$ cat config.mk
export PLATFORM = sky130hd
export DESIGN_NAME = adc_test_pattern_gen
export DESIGN_NICKNAME = d
export VERILOG_FILES = /design/src/rtl/adc_tpg_pkg.sv /design/src/rtl/adc_tpg_pn.sv /design/src/rtl/adc_tpg_seq.sv /design/src/rtl/adc_test_pattern_gen.sv
export SDC_FILE = /design/constraint.sdc
export NUM_CORES = 1
export LEC_CHECK = 0
export ABC_AREA = 0
export BUFFER_PORTS_ARGS = -buffer_cell sky130_fd_sc_hd__buf_2
export CAP_MARGIN = 10
export CORE_ASPECT_RATIO = 1.5
export CORE_MARGIN = 1
export CORE_UTILIZATION = 39
export CTS_CLUSTER_SIZE = 25
export DETAILED_ROUTE_END_ITERATION = 16
export GPL_ROUTABILITY_DRIVEN = 1
export PLACE_DENSITY = 0.58
export SLEW_MARGIN = 20
export SYNTH_ARGS = -nofsm -noshare
export SYNTH_HDL_FRONTEND = slang
export SYNTH_SLANG_ARGS = --single-unit
$ cat constraint.sdc
create_clock -name clk -period 5.71 [get_ports clk]
set_clock_uncertainty 0.05 [all_clocks]
set_input_delay 1.142 -clock clk [delete_from_list [all_inputs] [get_ports clk]]
set_output_delay 1.142 -clock clk [all_outputs]
set_load 0.02 [all_outputs]
$ cat src/rtl/adc_tpg_pkg.sv
package adc_tpg_pkg;

    typedef enum logic [3:0] {
        PAT_OFF         = 4'd0,
        PAT_MID         = 4'd1,
        PAT_POS_FS      = 4'd2,
        PAT_NEG_FS      = 4'd3,
        PAT_CHECKER     = 4'd4,
        PAT_PN_LONG     = 4'd5,
        PAT_PN_SHORT    = 4'd6,
        PAT_WORD_TOGGLE = 4'd7,
        PAT_USER        = 4'd8,
        PAT_PAIR_TOGGLE = 4'd9,
        PAT_SYNC_ONCE   = 4'd10,
        PAT_WALK_ONE    = 4'd11,
        PAT_MIXED_FREQ  = 4'd12
    } tpg_pattern_e;

    typedef enum logic [1:0] {
        UM_REPEAT      = 2'd0,
        UM_ALT         = 2'd1,
        UM_SINGLE_ONCE = 2'd2,
        UM_ALT_ONCE    = 2'd3
    } tpg_user_mode_e;

    typedef enum logic [1:0] {
        SEQ_A    = 2'd0,
        SEQ_B    = 2'd1,
        SEQ_DONE = 2'd2
    } seq_state_t;

endpackage

$ cat src/rtl/adc_tpg_pn.sv
module adc_tpg_pn #(
    parameter int LEN   = 9,
    parameter int TAP   = 5,
    parameter int OUT_W = 10
) (
    input  logic             clk,
    input  logic             rst_n,
    input  logic             reseed,
    output logic [OUT_W-1:0] word
);

    logic [LEN-1:0] state_q;
    logic [LEN-1:0] state_nxt;

    // OUT_W serial steps per clock; first produced bit lands in the MSB
    always_comb begin
        logic [LEN-1:0] s;
        logic           nb;
        s    = state_q;
        word = '0;
        for (int i = 0; i < OUT_W; i++) begin
            nb = s[LEN-1] ^ s[TAP-1];
            word[OUT_W-1-i] = nb;
            s = {s[LEN-2:0], nb};
        end
        state_nxt = s;
    end

    always_ff @(posedge clk or negedge rst_n) begin
        if (!rst_n) begin
            state_q <= '1;
        end else if (reseed) begin
            state_q <= '1;
        end else begin
            state_q <= state_nxt;
        end
    end

    AST_PN_NEVER_ZERO: assert property (@(posedge clk) disable iff (!rst_n)
        state_q != '0);

endmodule

$ cat src/rtl/adc_tpg_seq.sv
module adc_tpg_seq
    import adc_tpg_pkg::*;
#(
    parameter int OUT_W  = 10,
    parameter int WALK_W = $clog2(OUT_W)
) (
    input  logic              clk,
    input  logic              rst_n,
    input  logic              restart,
    input  logic              stop_after_a,
    input  logic              stop_after_b,
    output seq_state_t        eff_state,
    output logic [OUT_W-1:0]  ramp,
    output logic [WALK_W-1:0] walk_idx
);

    localparam logic [WALK_W-1:0] WALK_LAST = WALK_W'(OUT_W - 1);

    seq_state_t        state_q, state_nxt;
    logic [OUT_W-1:0]  ramp_q;
    logic [WALK_W-1:0] walk_q;

    assign eff_state = restart ? SEQ_A : state_q;
    assign ramp      = restart ? '0 : ramp_q;
    assign walk_idx  = restart ? '0 : walk_q;

    always_comb begin
        state_nxt = eff_state;
        unique case (eff_state)
            SEQ_A:    state_nxt = stop_after_a ? SEQ_DONE : SEQ_B;
            SEQ_B:    state_nxt = stop_after_b ? SEQ_DONE : SEQ_A;
            SEQ_DONE: state_nxt = SEQ_DONE;
            default:  state_nxt = SEQ_A;
        endcase
    end

    always_ff @(posedge clk or negedge rst_n) begin
        if (!rst_n) begin
            state_q <= SEQ_A;
            ramp_q  <= '0;
            walk_q  <= '0;
        end else begin
            state_q <= state_nxt;
            ramp_q  <= ramp + 1'b1;
            walk_q  <= (walk_idx == WALK_LAST) ? '0 : walk_idx + 1'b1;
        end
    end

    AST_RESTART_LEAVES_A: assert property (@(posedge clk) disable iff (!rst_n)
        restart |=> (state_q != SEQ_A));

endmodule

$ cat src/rtl/adc_test_pattern_gen.sv
module adc_test_pattern_gen
    import adc_tpg_pkg::*;
#(
    parameter int OUT_W     = 10,
    parameter int PAT_W     = 16,
    parameter int SHORT_LEN = 9,
    parameter int SHORT_TAP = 5,
    parameter int LONG_LEN  = 23,
    parameter int LONG_TAP  = 18
) (
    input  logic             clk,
    input  logic             rst_n,
    input  logic [OUT_W-1:0] sample_in,
    input  logic [3:0]       pat_sel,
    input  logic [1:0]       user_mode,
    input  logic [PAT_W-1:0] user_pat1,
    input  logic [PAT_W-1:0] user_pat2,
    input  logic             pn_long_rst,
    input  logic             pn_short_rst,
    output logic [OUT_W-1:0] data_out,
    output logic             test_active
);

    localparam int WALK_W = $clog2(OUT_W);
    localparam logic [OUT_W-1:0] MID_WORD  = OUT_W'(1) << (OUT_W - 1);
    localparam logic [OUT_W-1:0] CHECK_A   = {(OUT_W/2){2'b01}};
    localparam logic [OUT_W-1:0] PAIR_A    = pair_word();

    function automatic logic [OUT_W-1:0] pair_word();
        logic [OUT_W-1:0] w;
        for (int i = 0; i < OUT_W; i++) w[i] = ((i / 2) % 2) == 0;
        return w;
    endfunction

    logic [3:0]        prev_sel_q;
    logic [1:0]        prev_mode_q;
    logic              restart;
    logic              stop_after_a, stop_after_b;
    logic [OUT_W-1:0]  pn_short_word, pn_long_word;
    seq_state_t        seq_st;
    logic [OUT_W-1:0]  ramp;
    logic [WALK_W-1:0] walk_idx;
    logic [OUT_W-1:0]  usr1, usr2;
    logic [OUT_W-1:0]  nxt_data;
    logic              nxt_active;

    assign restart      = (pat_sel != prev_sel_q) || (user_mode != prev_mode_q);
    assign stop_after_a = (pat_sel == PAT_SYNC_ONCE) ||
                          ((pat_sel == PAT_USER) && (user_mode == UM_SINGLE_ONCE));
    assign stop_after_b = (pat_sel == PAT_USER) && (user_mode == UM_ALT_ONCE);
    assign usr1         = user_pat1[PAT_W-1 -: OUT_W];
    assign usr2         = user_pat2[PAT_W-1 -: OUT_W];

    adc_tpg_pn #(.LEN(SHORT_LEN), .TAP(SHORT_TAP), .OUT_W(OUT_W)) u_pn_short (
        .clk    (clk),
        .rst_n  (rst_n),
        .reseed (pn_short_rst),
        .word   (pn_short_word)
    );

    adc_tpg_pn #(.LEN(LONG_LEN), .TAP(LONG_TAP), .OUT_W(OUT_W)) u_pn_long (
        .clk    (clk),
        .rst_n  (rst_n),
        .reseed (pn_long_rst),
        .word   (pn_long_word)
    );

    adc_tpg_seq #(.OUT_W(OUT_W), .WALK_W(WALK_W)) u_seq (
        .clk          (clk),
        .rst_n        (rst_n),
        .restart      (restart),
        .stop_after_a (stop_after_a),
        .stop_after_b (stop_after_b),
        .eff_state    (seq_st),
        .ramp         (ramp),
        .walk_idx     (walk_idx)
    );

    always_comb begin
        nxt_data   = sample_in;
        nxt_active = 1'b1;
        unique case (pat_sel)
            PAT_MID:         nxt_data = MID_WORD;
            PAT_POS_FS:      nxt_data = '1;
            PAT_NEG_FS:      nxt_data = '0;
            PAT_CHECKER:     nxt_data = (seq_st == SEQ_A) ? CHECK_A : ~CHECK_A;
            PAT_PN_LONG:     nxt_data = pn_long_word;
            PAT_PN_SHORT:    nxt_data = pn_short_word;
            PAT_WORD_TOGGLE: nxt_data = (seq_st == SEQ_A) ? '1 : '0;
            PAT_USER: begin
                unique case (user_mode)
                    UM_REPEAT:      nxt_data = usr1;
                    UM_ALT:         nxt_data = (seq_st == SEQ_A) ? usr1 : usr2;
                    UM_SINGLE_ONCE: nxt_data = (seq_st == SEQ_A) ? usr1 : '0;
                    default:        nxt_data = (seq_st == SEQ_A) ? usr1 :
                                               (seq_st == SEQ_B) ? usr2 : '0;
                endcase
            end
            PAT_PAIR_TOGGLE: nxt_data = (seq_st == SEQ_A) ? PAIR_A : ~PAIR_A;
            PAT_SYNC_ONCE:   nxt_data = (seq_st == SEQ_A) ? '1 : '0;
            PAT_WALK_ONE:    nxt_data = OUT_W'(1) << walk_idx;
            PAT_MIXED_FREQ:  nxt_data = ramp;
            default: begin
                nxt_data   = sample_in;
                nxt_active = 1'b0;
            end
        endcase
    end

    always_ff @(posedge clk or negedge rst_n) begin
        if (!rst_n) begin
            prev_sel_q  <= '0;
            prev_mode_q <= '0;
            data_out    <= '0;
            test_active <= 1'b0;
        end else begin
            prev_sel_q  <= pat_sel;
            prev_mode_q <= user_mode;
            data_out    <= nxt_data;
            test_active <= nxt_active;
        end
    end

    AST_OFF_PASSTHRU: assert property (@(posedge clk) disable iff (!rst_n)
        (pat_sel == 4'd0) |=> ((data_out == $past(sample_in)) && !test_active));

    AST_FLAG_ACTIVE: assert property (@(posedge clk) disable iff (!rst_n)
        ((pat_sel >= 4'd1) && (pat_sel <= 4'd12)) |=> test_active);

    AST_WALK_ONE_HOT: assert property (@(posedge clk) disable iff (!rst_n)
        (pat_sel == 4'd11) |=> ($countones(data_out) == 1));

endmodule

==> results of run 1 <==
## state kept, by name (all words and copies together) (netlist names)
signal              count
u_pn_long.state_q      23
data_out               10
u_seq.ramp_q           10
u_pn_short.state_q      9
prev_sel_q              4
u_seq.walk_q            4
prev_mode_q             2
u_seq.state_q           2
test_active             1
## kinds of logic after synthesis
| family | share of synthesized area |
|---|---|
| buffers and inverters | 0.03593 |
| AO/OA/AOI/OAI | 0.1814 |
| multiplexers | 0.003139 |
| XOR/XNOR | 0.09557 |
| AND/OR/NAND/NOR | 0.2089 |
| adder cells (fa/ha/maj) | 0.01047 |
| flip-flops | 0.4646 |
## where the power goes
| part | internal (W) | leakage, nW | switching, W |
|---|---|---|---|
| sequential | 0.000544 | 0.741 | 0.0000321 |
| combinational | 0.000111 | 0.822 | 0.000166 |
| clock | 0.000308 | 0.128 | 0.000213 |
| total | 0.000962 | 1.69 | 0.000411 |
## layout make-up
class,count,area (µm²)
fill,854,4715
multi-input combinational,262,1792
timing repair buffer,51,257.7
inverter,8,30.03
tap,110,137.6
clock buffer,11,242.7
sequential,65,1667
clock inverter,5,40.04
## per-stage QoR
step | area (µm²) | power, W | cells
2_1_floorplan | 3587 | 0.0007732 | 351
3_3_place_gp | 3884 | 0.0008616 | 496
3_5_place_dp | 3884 | 0.0008629 | 496
4_1_cts | 4167 | 0.001391 | 512
5_1_grt | 4167 | 0.001445 | 512
6_report | 4167 | 0.001373 | 512
## critical path, delay by kind of cell
family | cells | cell delay, ps
xor+xnor | 1 | 210
simple gates | 3 | 1010
fa+ha+maj | 1 | 230
compound gates | 3 | 630
buf+inv | 1 | 180
## synth_stat cells (2+ instances only)
library cell	instances	area share
or2_2	13	0.023
nand2_1	27	0.028
a21oi_1	16	0.022
a2bb2oi_1	3	0.0073
and3_1	7	0.012
dfstp_2	32	0.23
a41oi_1	4	0.0098
nand4_1	2	0.0035
or3_1	3	0.0052
buf_6	3	0.0094
a32oi_1	5	0.012
nor3_4	3	0.014
o2111ai_1	2	0.0049
clkbuf_1	8	0.0084
a221oi_1	5	0.012
a211oi_1	5	0.010
o21ai_0	8	0.011
inv_1	8	0.0084
a31oi_1	8	0.014
o22ai_1	11	0.019
ha_1	3	0.010
nand3_1	10	0.014
nand2_2	2	0.0035
buf_4	4	0.0084
xnor2_1	19	0.046
xnor2_4	2	0.015
nor2_1	29	0.030
a21o_1	2	0.0042
nand2b_1	22	0.038
dfrtp_1	33	0.23
a221o_1	4	0.011
nor3_1	3	0.0042
nor2b_1	8	0.014
o31a_1	2	0.0049
o32a_1	2	0.0056
xor2_1	12	0.029
## routing by layer
| layer | part of all wire | GRT usage |
|---|---|---|
| met5 | 0 | 0 |
| met4 | 0.043 | 0.1272 |
| met3 | 0.049 | 0.04521 |
| met2 | 0.52 | 0.3424 |
| met1 | 0.39 | 0.2388 |
## worst max-delay path by stage
stage,from,to,slack (ps),depth (start not counted)
floorplan,pat_sel[2],data_out[3]$_DFF_PN0_,2770,9
global placement,pat_sel[2],data_out[3]$_DFF_PN0_,2160,9
detailed placement,pat_sel[2],data_out[3]$_DFF_PN0_,2110,9
CTS,pat_sel[2],data_out[3]$_DFF_PN0_,2460,9
global route,pat_sel[2],data_out[3]$_DFF_PN0_,2300,9
finish,pat_sel[2],data_out[3]$_DFF_PN0_,2460,9
==> results by group, run 1 <==
Floorplanning
  • Die W: 80.31 µm
  • Die Y: 119.5 µm
  • Die area: 9593 µm²
  • # rows: 42
  • # IOs: 63
  • Core area: 8881 µm²
  • Starting Density: 0.4039

Setup path
  • Crit end category: flop
  • Req. time, crit path: 5860 ps
  • Crit-path slowest cell: nor2_2
  • CP Max Fanout: 14
  • Setup crit start kind: input port
  • R2r setup slk: 3120 ps
  • Ordered cell list for the critical path: buf_2 > xor2_1 > or2_1 > nor2_2 > nand2_1 > ha_1 > a221o_1 > a21oi_1 > o32ai_2
  • Crit-path max cell delay: 440 ps
  • Worst flop-to-flop path startpoint: prev_sel_q[2]$_DFF_PN0_
  • Cells on worst reg2reg path: 8
  • CP arrival: 3410 ps
  • WS Path Type: in -> reg
  • Reg-to-reg endpoint: data_out[3]$_DFF_PN0_

Pwr
  • VDD IR-drop max: 0.1584 mV
  • Cell Pwr Density: 329.5 nW/µm²
  • LEAKAGE: 1.691 nW

Drt
  • Drt wl/cell: 17.47 µm
  • Routed vias: 2859
  • Pre-Repair DR Iteration Count: 4
  • Vias/cell: 5.584
  • Drt initial violations: 196
  • Residual DRC: 0
  • Antenna Nets Post-Route: 0
  • Final WL: 8.943 mm

Clocking
  • Max Buffers Root-to-Sink: 2
  • Root Driver: clkbuf_16
  • CTS H-tree lvls: 3
  • CTS tree: yes
  • Latest clock arrival within the worst-skew pair: 340 ps
  • Reg clk slew, reported paths: 60 ps
  • Post-CTS Repair Setup Buffers: 0
  • Hold_buf cts: 0
  • Post-cts sizing count: 0
  • Inserted Clock Buffers: 9
  • Clock sink total: 65

Yosys
  • Sequential share of the synthesized area: 0.4646
  • Fraction of registers with async set/reset: 1.000
  • Mapped Avg Cell Area: 10.22 µm²
  • Mapped cell area: 3587 µm²
  • Syn Nets: 406
  • Unique masters post-synth: 57
  • Post-synth EDFFs: 0
  • Main synth FF type: dfrtp_1
  • Synthesized flop and latch total: 65
  • Cells after Synth: 351
  • Syn. warnings: 0

STA
  • Fmax: 0.3074 GHz
  • TNS Setup: 0 ps
  • Min Tclk post-route: 3253 ps
  • Max-slew violation count: 0
  • Worst-Margin Slew: 1004 ps
  • Slew headroom: 0.3305
  • Period utilization: 0.5697
  • Hold Fails Final Rpt: 0
  • RSZ-0062 raised after global routing: false
  • Final WS setup: 2457 ps
  • Final setup fails: 0
  • Hold WS: 439.8 ps

Final layout
  • Commonest non-fill, non-tap cell in the layout: buf_2
  • Most frequent cells in the layout: 50 x buf_2, 33 x dfrtp_1, 32 x dfstp_2
  • Area Overhead vs Synth: 16.15%
  • Final core utilization: 0.4691
  • Nets: 452
  • Inserted Diodes: 0
  • Share of cells above drive strength 1: 0.3109

Worst hold path
  • Hold worst-path end: u_seq.ramp_q[0]$_DFF_PN0_
  • Hold Crit Start: u_seq.ramp_q[0]$_DFF_PN0_
  • Min-delay worst type: reg -> reg
  • Hold depth: 1

GRT
  • Initial antenna violation count: 0
  • First-pass GRT wire length: 14.72 mm
  • Largest net degree at the start of global routing: 66
  • Vias in the first global route: 2932
  • Total track usage: 0.2071
  • Gr ovfl total: 0

Place
  • Pre-CTS WS: 2112 ps
  • IO buf count: 50
  • DP HPWL: 6.613 mm
  • Placer Congestion: 0.8895

Outcome
  • Status: finished clean

Job
  • Max_cap viols: 0
Note: power is estimated with default switching activity, not from simulation.
==> inputs of run 2 (changes only) <==
- PLACE_DENSITY: 0.58 -> 0.6
- clock period: 5.71 -> 2.9 ns (I/O delays scaled with it)
==> run 2 against run 1 <==
First-iteration DRC count decreased by 4.1%. Sequential cell count unchanged. Register-to-register slack got worse by 2500 ps. Final cell count increased by 2.9%. Wire length increased by 1.0%. Total power increased by 110%. Core utilization increased by 1.8 points. Via count increased by 2.5%. Largest cell class unchanged.
==> results by group, run 2 (synthesis gave the netlist of run 1 again) <==
Setup path
  • Worst flop-to-flop path startpoint: prev_sel_q[2]$_DFF_PN0_
  • Crit-path max cell delay: 340 ps (-100 ps)
  • Cells on worst reg2reg path: 8 (unchanged)
  • Setup crit start kind: input port
  • Crit end category: flop
  • Crit-path slowest cell: a221o_1
  • R2r setup slk: 640 ps (-2480 ps)
  • Ordered cell list for the critical path: buf_2 > xor2_1 > or2_1 > nor2_2 > nand2_1 > ha_1 > a221o_1 > a21oi_1 > o32ai_2
  • WS Path Type: in -> reg
  • CP Max Fanout: 14 (unchanged)
  • CP arrival: 2510 ps (-900 ps)
  • Reg-to-reg endpoint: data_out[3]$_DFF_PN0_
  • Req. time, crit path: 3050 ps (-2810 ps)

GRT
  • Vias in the first global route: 2976 (+1.5%)
  • Total track usage: 0.2088 (+0.001672)
  • Largest net degree at the start of global routing: 41 (-38%)
  • Gr ovfl total: 0 (unchanged)
  • First-pass GRT wire length: 14.66 mm (-0.42%)
  • Initial antenna violation count: 0 (unchanged)

Final layout
  • Biggest register: u_pn_long.state_q
  • Commonest non-fill, non-tap cell in the layout: buf_2
  • Top Registers: u_pn_long.state_q x23, data_out x10, u_seq.ramp_q x10
  • Area Overhead vs Synth: 20.51%
  • Fillers: 868 (+1.6%)
  • Max reg flops: 23 (unchanged)
  • Share of cells above drive strength 1: 0.3381 (+0.02718)
  • Nets: 467 (+3.3%)
  • FF/Latch Area: 1667 µm² (unchanged)
  • Most frequent cells in the layout: 50 x buf_2, 33 x dfrtp_1, 32 x dfstp_2
  • Inserted Diodes: 0 (unchanged)
  • Multi-input gate area: 1792 µm² (unchanged)
  • Final core utilization: 0.4868 (+0.01761)

Drt
  • Pre-Repair DR Iteration Count: 7 (+3)
  • DR top layer: met4
  • Vias/cell: 5.560 (-0.43%)
  • Residual DRC: 0 (unchanged)
  • Met1 wire length: 3.418 mm (-1.2%)
  • Drt wl/cell: 17.14 µm (-1.9%)
  • Routed vias: 2930 (+2.5%)
  • Met2 wire len: 4.895 mm (+5.1%)
  • Antenna Nets Post-Route: 0 (unchanged)
  • Met3 routed WL: 472 µm (+6.8%)
  • Drt initial violations: 188 (-4.1%)
  • Final WL: 9.033 mm (+1.0%)

STA
  • Final setup fails: 0 (unchanged)
  • Final WS setup: 541.6 ps (-1915 ps)
  • Worst-Margin Slew: 634.2 ps (-370.1 ps)
  • Slew headroom: 0.5772 (+0.2467)
  • RSZ-0062 raised after global routing: false
  • Hold Fails Final Rpt: 0 (unchanged)
  • Max-slew violation count: 0 (unchanged)
  • Min Tclk post-route: 2358 ps
  • Hold WS: 211.4 ps (-228.4 ps)
  • TNS Setup: 0 ps (unchanged)
  • Period utilization: 0.8132
  • Fmax: 0.4240 GHz

Place
  • Placer Congestion: 0.8757 (-1.6%)
  • IO buf count: 50 (unchanged)
  • Pre-CTS WS: 235.6 ps (-1876 ps)
  • DP HPWL: 6.918 mm (+4.6%)

Worst hold path
  • Min-delay worst type: in -> async

Clocking
  • CTS tree: yes
  • Inserted Clock Buffers: 9 (unchanged)
  • Clock sink total: 65 (unchanged)
  • Latest clock arrival within the worst-skew pair: 330 ps (about the same)
  • Reg clk slew, reported paths: 60 ps (about the same)
  • CTS H-tree lvls: 3 (unchanged)
  • Hold_buf cts: 0 (unchanged)
  • Max Buffers Root-to-Sink: 2 (unchanged)
  • Post-cts sizing count: 0 (unchanged)
  • Post-CTS Repair Setup Buffers: 0 (unchanged)
  • Root Driver: clkbuf_16

Floorplanning
  • # IOs: 63 (unchanged)
  • # rows: 42 (unchanged)
  • Starting Density: 0.4039 (unchanged)
  • Die W: 80.31 µm (unchanged)
  • Die Y: 119.5 µm (unchanged)
  • Die area: 9593 µm² (unchanged)
  • Core area: 8881 µm² (unchanged)

Job
  • Max_cap viols: 0 (unchanged)

Pwr
  • Total power: 0.002819 W (+110%)
  • VDD IR-drop max: 0.5457 mV (+240%)
  • Cell Pwr Density: 652.1 nW/µm² (+98%)
  • LEAKAGE: 1.793 nW (+6.1%)

Outcome
  • Status: finished clean
## run 2: cell types whose count changed in the layout (fill, tap and decap cells not counted)
cell	before	now
buf_4	1	15
clkbuf_1	1	0
inv_4	0	1
bufinv_16	0	1
clkbuf_8	1	2
buf_12	0	1
clkinvlp_4	3	1
## run 2: how the worst max path moves through the flow
| stage | startpoint | endpoint | cells after the start |
|---|---|---|---|
| finish | pat_sel[0] | data_out[3]$_DFF_PN0_ | 9 |
| global route | pat_sel[0] | data_out[7]$_DFF_PN0_ | 9 |
| CTS | pat_sel[0] | data_out[3]$_DFF_PN0_ | 9 |
| detailed placement | pat_sel[0] | data_out[3]$_DFF_PN0_ | 9 |
| global placement | pat_sel[0] | data_out[3]$_DFF_PN0_ | 9 |
| floorplan | pat_sel[2] | data_out[3]$_DFF_PN0_ | 9 |
## run 2: per-layer routing
metal,GRT usage,up-vias
li1,-,1383
met1,0.2215,1427
met2,0.3723,103
met3,0.06284,17
met4,0.09040,0
met5,0,-
## run 2: critical path: cells and delay by family
family          cells  cell delay, ps
simple gates        3             700
xor+xnor            1             210
buf+inv             1             180
compound gates      3             620
fa+ha+maj           1             210
## run 2: area by class of cell
| cell class | instances | area share |
|---|---|---|
| Clock buffer | 11 | 0.05847 |
| Clock inverter | 5 | 0.01418 |
| Inverter | 8 | 0.006946 |
| Multi-Input combinational cell | 262 | 0.4145 |
| Sequential cell | 65 | 0.3855 |
| Tap cell | 110 | 0.03184 |
| Timing Repair Buffer | 66 | 0.08857 |
## run 2: report_power, final
| part | leakage, nW | internal (W) | switching (W) | total (W) |
|---|---|---|---|---|
| sequential | 0.741 | 0.00107 | 0.0000635 | 0.00113 |
| combinational | 0.900 | 0.000234 | 0.000334 | 0.000568 |
| clock | 0.153 | 0.000716 | 0.000401 | 0.00112 |
| total | 1.79 | 0.00202 | 0.000799 | 0.00282 |
## run 2: through the flow
step,instances,cell area (µm²)
floorplan,351,3587
global placement,511,4009
detailed placement,511,4009
CTS,527,4323
global route,527,4323
finish,527,4323
==> inputs of run 3 (changes only) <==
- ABC_AREA: 0 -> 1
- PLACE_DENSITY: 0.6 -> 0.58
- clock period: 2.9 -> 2.4 ns (I/O delays scaled with it)
==> run 3 against run 2 <==
Worst setup slack worse by 240 ps. Count of clock-buffer cells in the layout down 2. Critical path depth up 3. Critical endpoint is now u_seq.ramp_q[8]$_DFF_PN0_. Largest cell class unchanged. Highest routed layer unchanged.
==> results by group, run 3 <==
Yosys
  • Syn. warnings: 0 (unchanged)
  • Simple-gate share of the synthesized area: 0.3414 (+0.1325)
  • Yosys top cell area share: 0.2332 (-0.001220)
  • Mux contribution to synthesized area: 0 (-0.003139)
  • Mapped Avg Cell Area: 7.640 µm² (-25%)
  • Main synth FF type: dfrtp_1
  • Post-synth top area cell: dfstp_2
  • Synthesized flop and latch total: 65 (unchanged)
  • Syn Nets: 527 (+30%)
  • XOR/XNOR Fraction of Synth Area: 0.05101 (-0.04456)
  • Post-synth EDFFs: 0 (unchanged)
  • Synth Area in Compound Gates: 0.06037 (-0.1210)
  • Sequential share of the synthesized area: 0.4622 (-0.002418)
  • Synth top cells by count: 123 x nand2_1, 62 x nor2_1, 59 x nand3_1
  • Top-count cell post-synth: nand2_1
  • Combinational family with the most area after synthesis: simple AND/OR/NAND/NOR gates
  • Area contributors post-synth: dfstp_2 23%, dfrtp_1 23%, nand2_1 13%, nand3_1 8.2%, nor2_1 6.5%
  • Unique masters post-synth: 33 (-42%)
  • Fraction of registers with async set/reset: 1.000 (unchanged)
  • Mapped cell area: 3606 µm² (+0.52%)
  • Post-synthesis adder-cell area fraction: 0.01041 (-0.00005446)
  • Cells after Synth: 472 (+34%)

Clocking
  • Post-CTS Repair Setup Buffers: 0 (unchanged)
  • Root Driver: clkbuf_16
  • Latest clock arrival within the worst-skew pair: 340 ps (about the same)
  • Post-cts sizing count: 0 (unchanged)
  • CTS H-tree lvls: 3 (unchanged)
  • Clock sink total: 65 (unchanged)
  • Reg clk slew, reported paths: 60 ps (about the same)
  • Max Buffers Root-to-Sink: 2 (unchanged)
  • CTS tree: yes
  • Inserted Clock Buffers: 9 (unchanged)
  • Hold_buf cts: 0 (unchanged)

Final layout
  • Commonest non-fill, non-tap cell in the layout: nand2_1
  • Most frequent cells in the layout: 123 x nand2_1, 62 x nor2_1, 59 x nand3_1
  • Fillers: 864 (-0.46%)
  • Final core utilization: 0.5034 (+0.01662)
  • Final cell count without fillers: 663 (+26%)
  • Top Registers: u_pn_long.state_q x23, data_out x10, u_seq.ramp_q x10
  • Max reg flops: 23 (unchanged)
  • Area Overhead vs Synth: 23.98%
  • Nets: 602 (+29%)
  • Share of cells above drive strength 1: 0.2790 (-0.05914)
  • Biggest register: u_pn_long.state_q

STA
  • TNS Setup: 0 ps (unchanged)
  • RSZ-0062 raised after global routing: false
  • Fmax: 0.4765 GHz
  • Period utilization: 0.8745
  • Final WS setup: 301.2 ps (-240.4 ps)
  • Final setup fails: 0 (unchanged)
  • Max-slew violation count: 0 (unchanged)
  • Slew headroom: 0.6112 (+0.03404)
  • Worst-Margin Slew: 581.0 ps (-53.20 ps)
  • Min Tclk post-route: 2099 ps
  • Hold Fails Final Rpt: 0 (unchanged)

Setup path
  • Crit path max-delay family: simple AND/OR/NAND/NOR gates
  • Req. time, crit path: 2610 ps (-440 ps)
  • CP Max Fanout: 6 (-8)
  • Ordered cell list for the critical path: nand2_1 > nand2_1 > nor2_2 > inv_1 > nor2_4 > nand2_1 > inv_1 > ha_1 > nand3_1 > nand3b_1 > nor2_1 > xor2_1
  • Crit-path max cell delay: 370 ps (+30 ps)
  • Worst path bufs/invs: 2 (+1)
  • Most used cell, CP: nand2_1
  • WS Path Type: reg -> reg
  • Crit-path slowest cell: dfrtp_1
  • CP arrival: 2300 ps (-210 ps)
  • Crit end category: flop
  • Setup crit start kind: flop

Pwr
  • VDD IR-drop max: 0.5173 mV (-5.2%)
  • LEAKAGE: 2.244 nW (+25%)
  • Total power: 0.003588 W (+27%)
  • Cell Pwr Density: 802.7 nW/µm² (+23%)

Drt
  • Residual DRC: 0 (unchanged)
  • Pre-Repair DR Iteration Count: 5 (-2)
  • Vias/cell: 5.038 (-9.4%)
  • Drt wl/cell: 14.18 µm (-17%)
  • Routed vias: 3340 (+14%)
  • Antenna Nets Post-Route: 0 (unchanged)
  • Drt initial violations: 259 (+38%)
  • Final WL: 9.399 mm (+4.1%)

GRT
  • Largest net degree at the start of global routing: 66 (+61%)
  • Vias in the first global route: 3216 (+8.1%)
  • First-pass GRT wire length: 14.91 mm (+1.7%)
  • Initial antenna violation count: 1 (+1)
  • Total track usage: 0.2092 (+0.0004603)
  • Gr ovfl total: 0 (unchanged)

Floorplanning
  • Die W: 80.51 µm (+0.26%)
  • # rows: 42 (unchanged)
  • Die area: 9642 µm² (+0.51%)
  • Die Y: 119.8 µm (+0.26%)
  • # IOs: 63 (unchanged)
  • Core area: 8881 µm² (unchanged)
  • Starting Density: 0.4060 (+0.002113)

Job
  • Max_cap viols: 0 (unchanged)

Outcome
  • Status: finished clean

Place
  • DP HPWL: 7.206 mm (+4.2%)
  • IO buf count: 50 (unchanged)
  • Placed Cells: 646 (+26%)
  • Placer Congestion: 0.9086 (+3.8%)
  • Pre-CTS WS: 4.471 ps (-231.1 ps)

Worst hold path
  • Min-delay worst type: in -> async
run 3: cell types whose count changed in the layout (fill, tap and decap cells not counted), moves of 22 or more:
cell      before  now
nand2_1       27  123
nand2b_1      22    0
nor2_1        29   62
inv_1          8   52
nand3_1       10   59
run 3: kinds of logic (layout without fill, tap and decap cells):
kind of cell / after synthesis / in the layout
XOR/XNOR: 21 / 21
buffers and inverters: 68 / 148
flip-flops: 65 / 65
adder cells (fa/ha/maj): 3 / 3
other: 0 / 1
AND/OR/NAND/NOR: 276 / 276
AO/OA/AOI/OAI: 39 / 39
run 3: per-stage QoR:
| stage | cell area (µm²) | hold slack (ps) |
|---|---|---|
| global route | 4471 | 133.4 |
| detailed placement | 4124 | 458.6 |
| floorplan | 3606 | 134.4 |
| CTS | 4468 | 116.4 |
| global placement | 4124 | 441.8 |
| finish | 4471 | 101.2 |
run 3: path summary, 6_finish.rpt:
kind / from / end / slack (ps) / cells after the start
max in group asynchronous: rst_n / u_pn_long.state_q[6]$_DFF_PN1_ / 1880 / 2
setup reg to reg: prev_mode_q[0]$_DFF_PN0_ / u_seq.ramp_q[8]$_DFF_PN0_ / 300 / 12
hold / removal: rst_n / u_seq.ramp_q[9]$_DFF_PN0_ / 100 / 2
setup / recovery: prev_mode_q[0]$_DFF_PN0_ / u_seq.ramp_q[8]$_DFF_PN0_ / 300 / 12
min in group clk: user_mode[0] / prev_mode_q[0]$_DFF_PN0_ / 260 / 1
hold reg to reg: u_pn_short.state_q[6]$_DFF_PN1_ / u_pn_short.state_q[7]$_DFF_PN1_ / 470 / 2
run 3: final cells by class:
class | instances | area, µm² | share of cell area
repair buffers | 71 | 420.4 | 0.09404
flip-flops and latches | 65 | 1667 | 0.3728
well taps | 110 | 137.6 | 0.03079
inverters | 61 | 229.0 | 0.05122
clock buffers | 9 | 225.2 | 0.05038
clock inverters | 7 | 118.9 | 0.02659
multi-input cells | 339 | 1670 | 0.3736
diodes | 1 | 2.502 | 0.0005598
run 3: per-layer routing:
| layer | global-route usage | routed length, µm | part of all wire |
|---|---|---|---|
| met5 | 0 | 0 | 0 |
| met4 | 0.1138 | 364 | 0.039 |
| met3 | 0.03574 | 303 | 0.032 |
| met2 | 0.3623 | 4959 | 0.53 |
| met1 | 0.2388 | 3772 | 0.40 |
run 3: report_power, final:
part | total, W | switching (W) | internal, W | leakage, nW
clock | 0.00151 | 0.000499 | 0.00101 | 0.162
sequential | 0.00136 | 0.0000697 | 0.00129 | 0.747
combinational | 0.000713 | 0.000460 | 0.000253 | 1.33
total | 0.00359 | 0.00103 | 0.00256 | 2.24
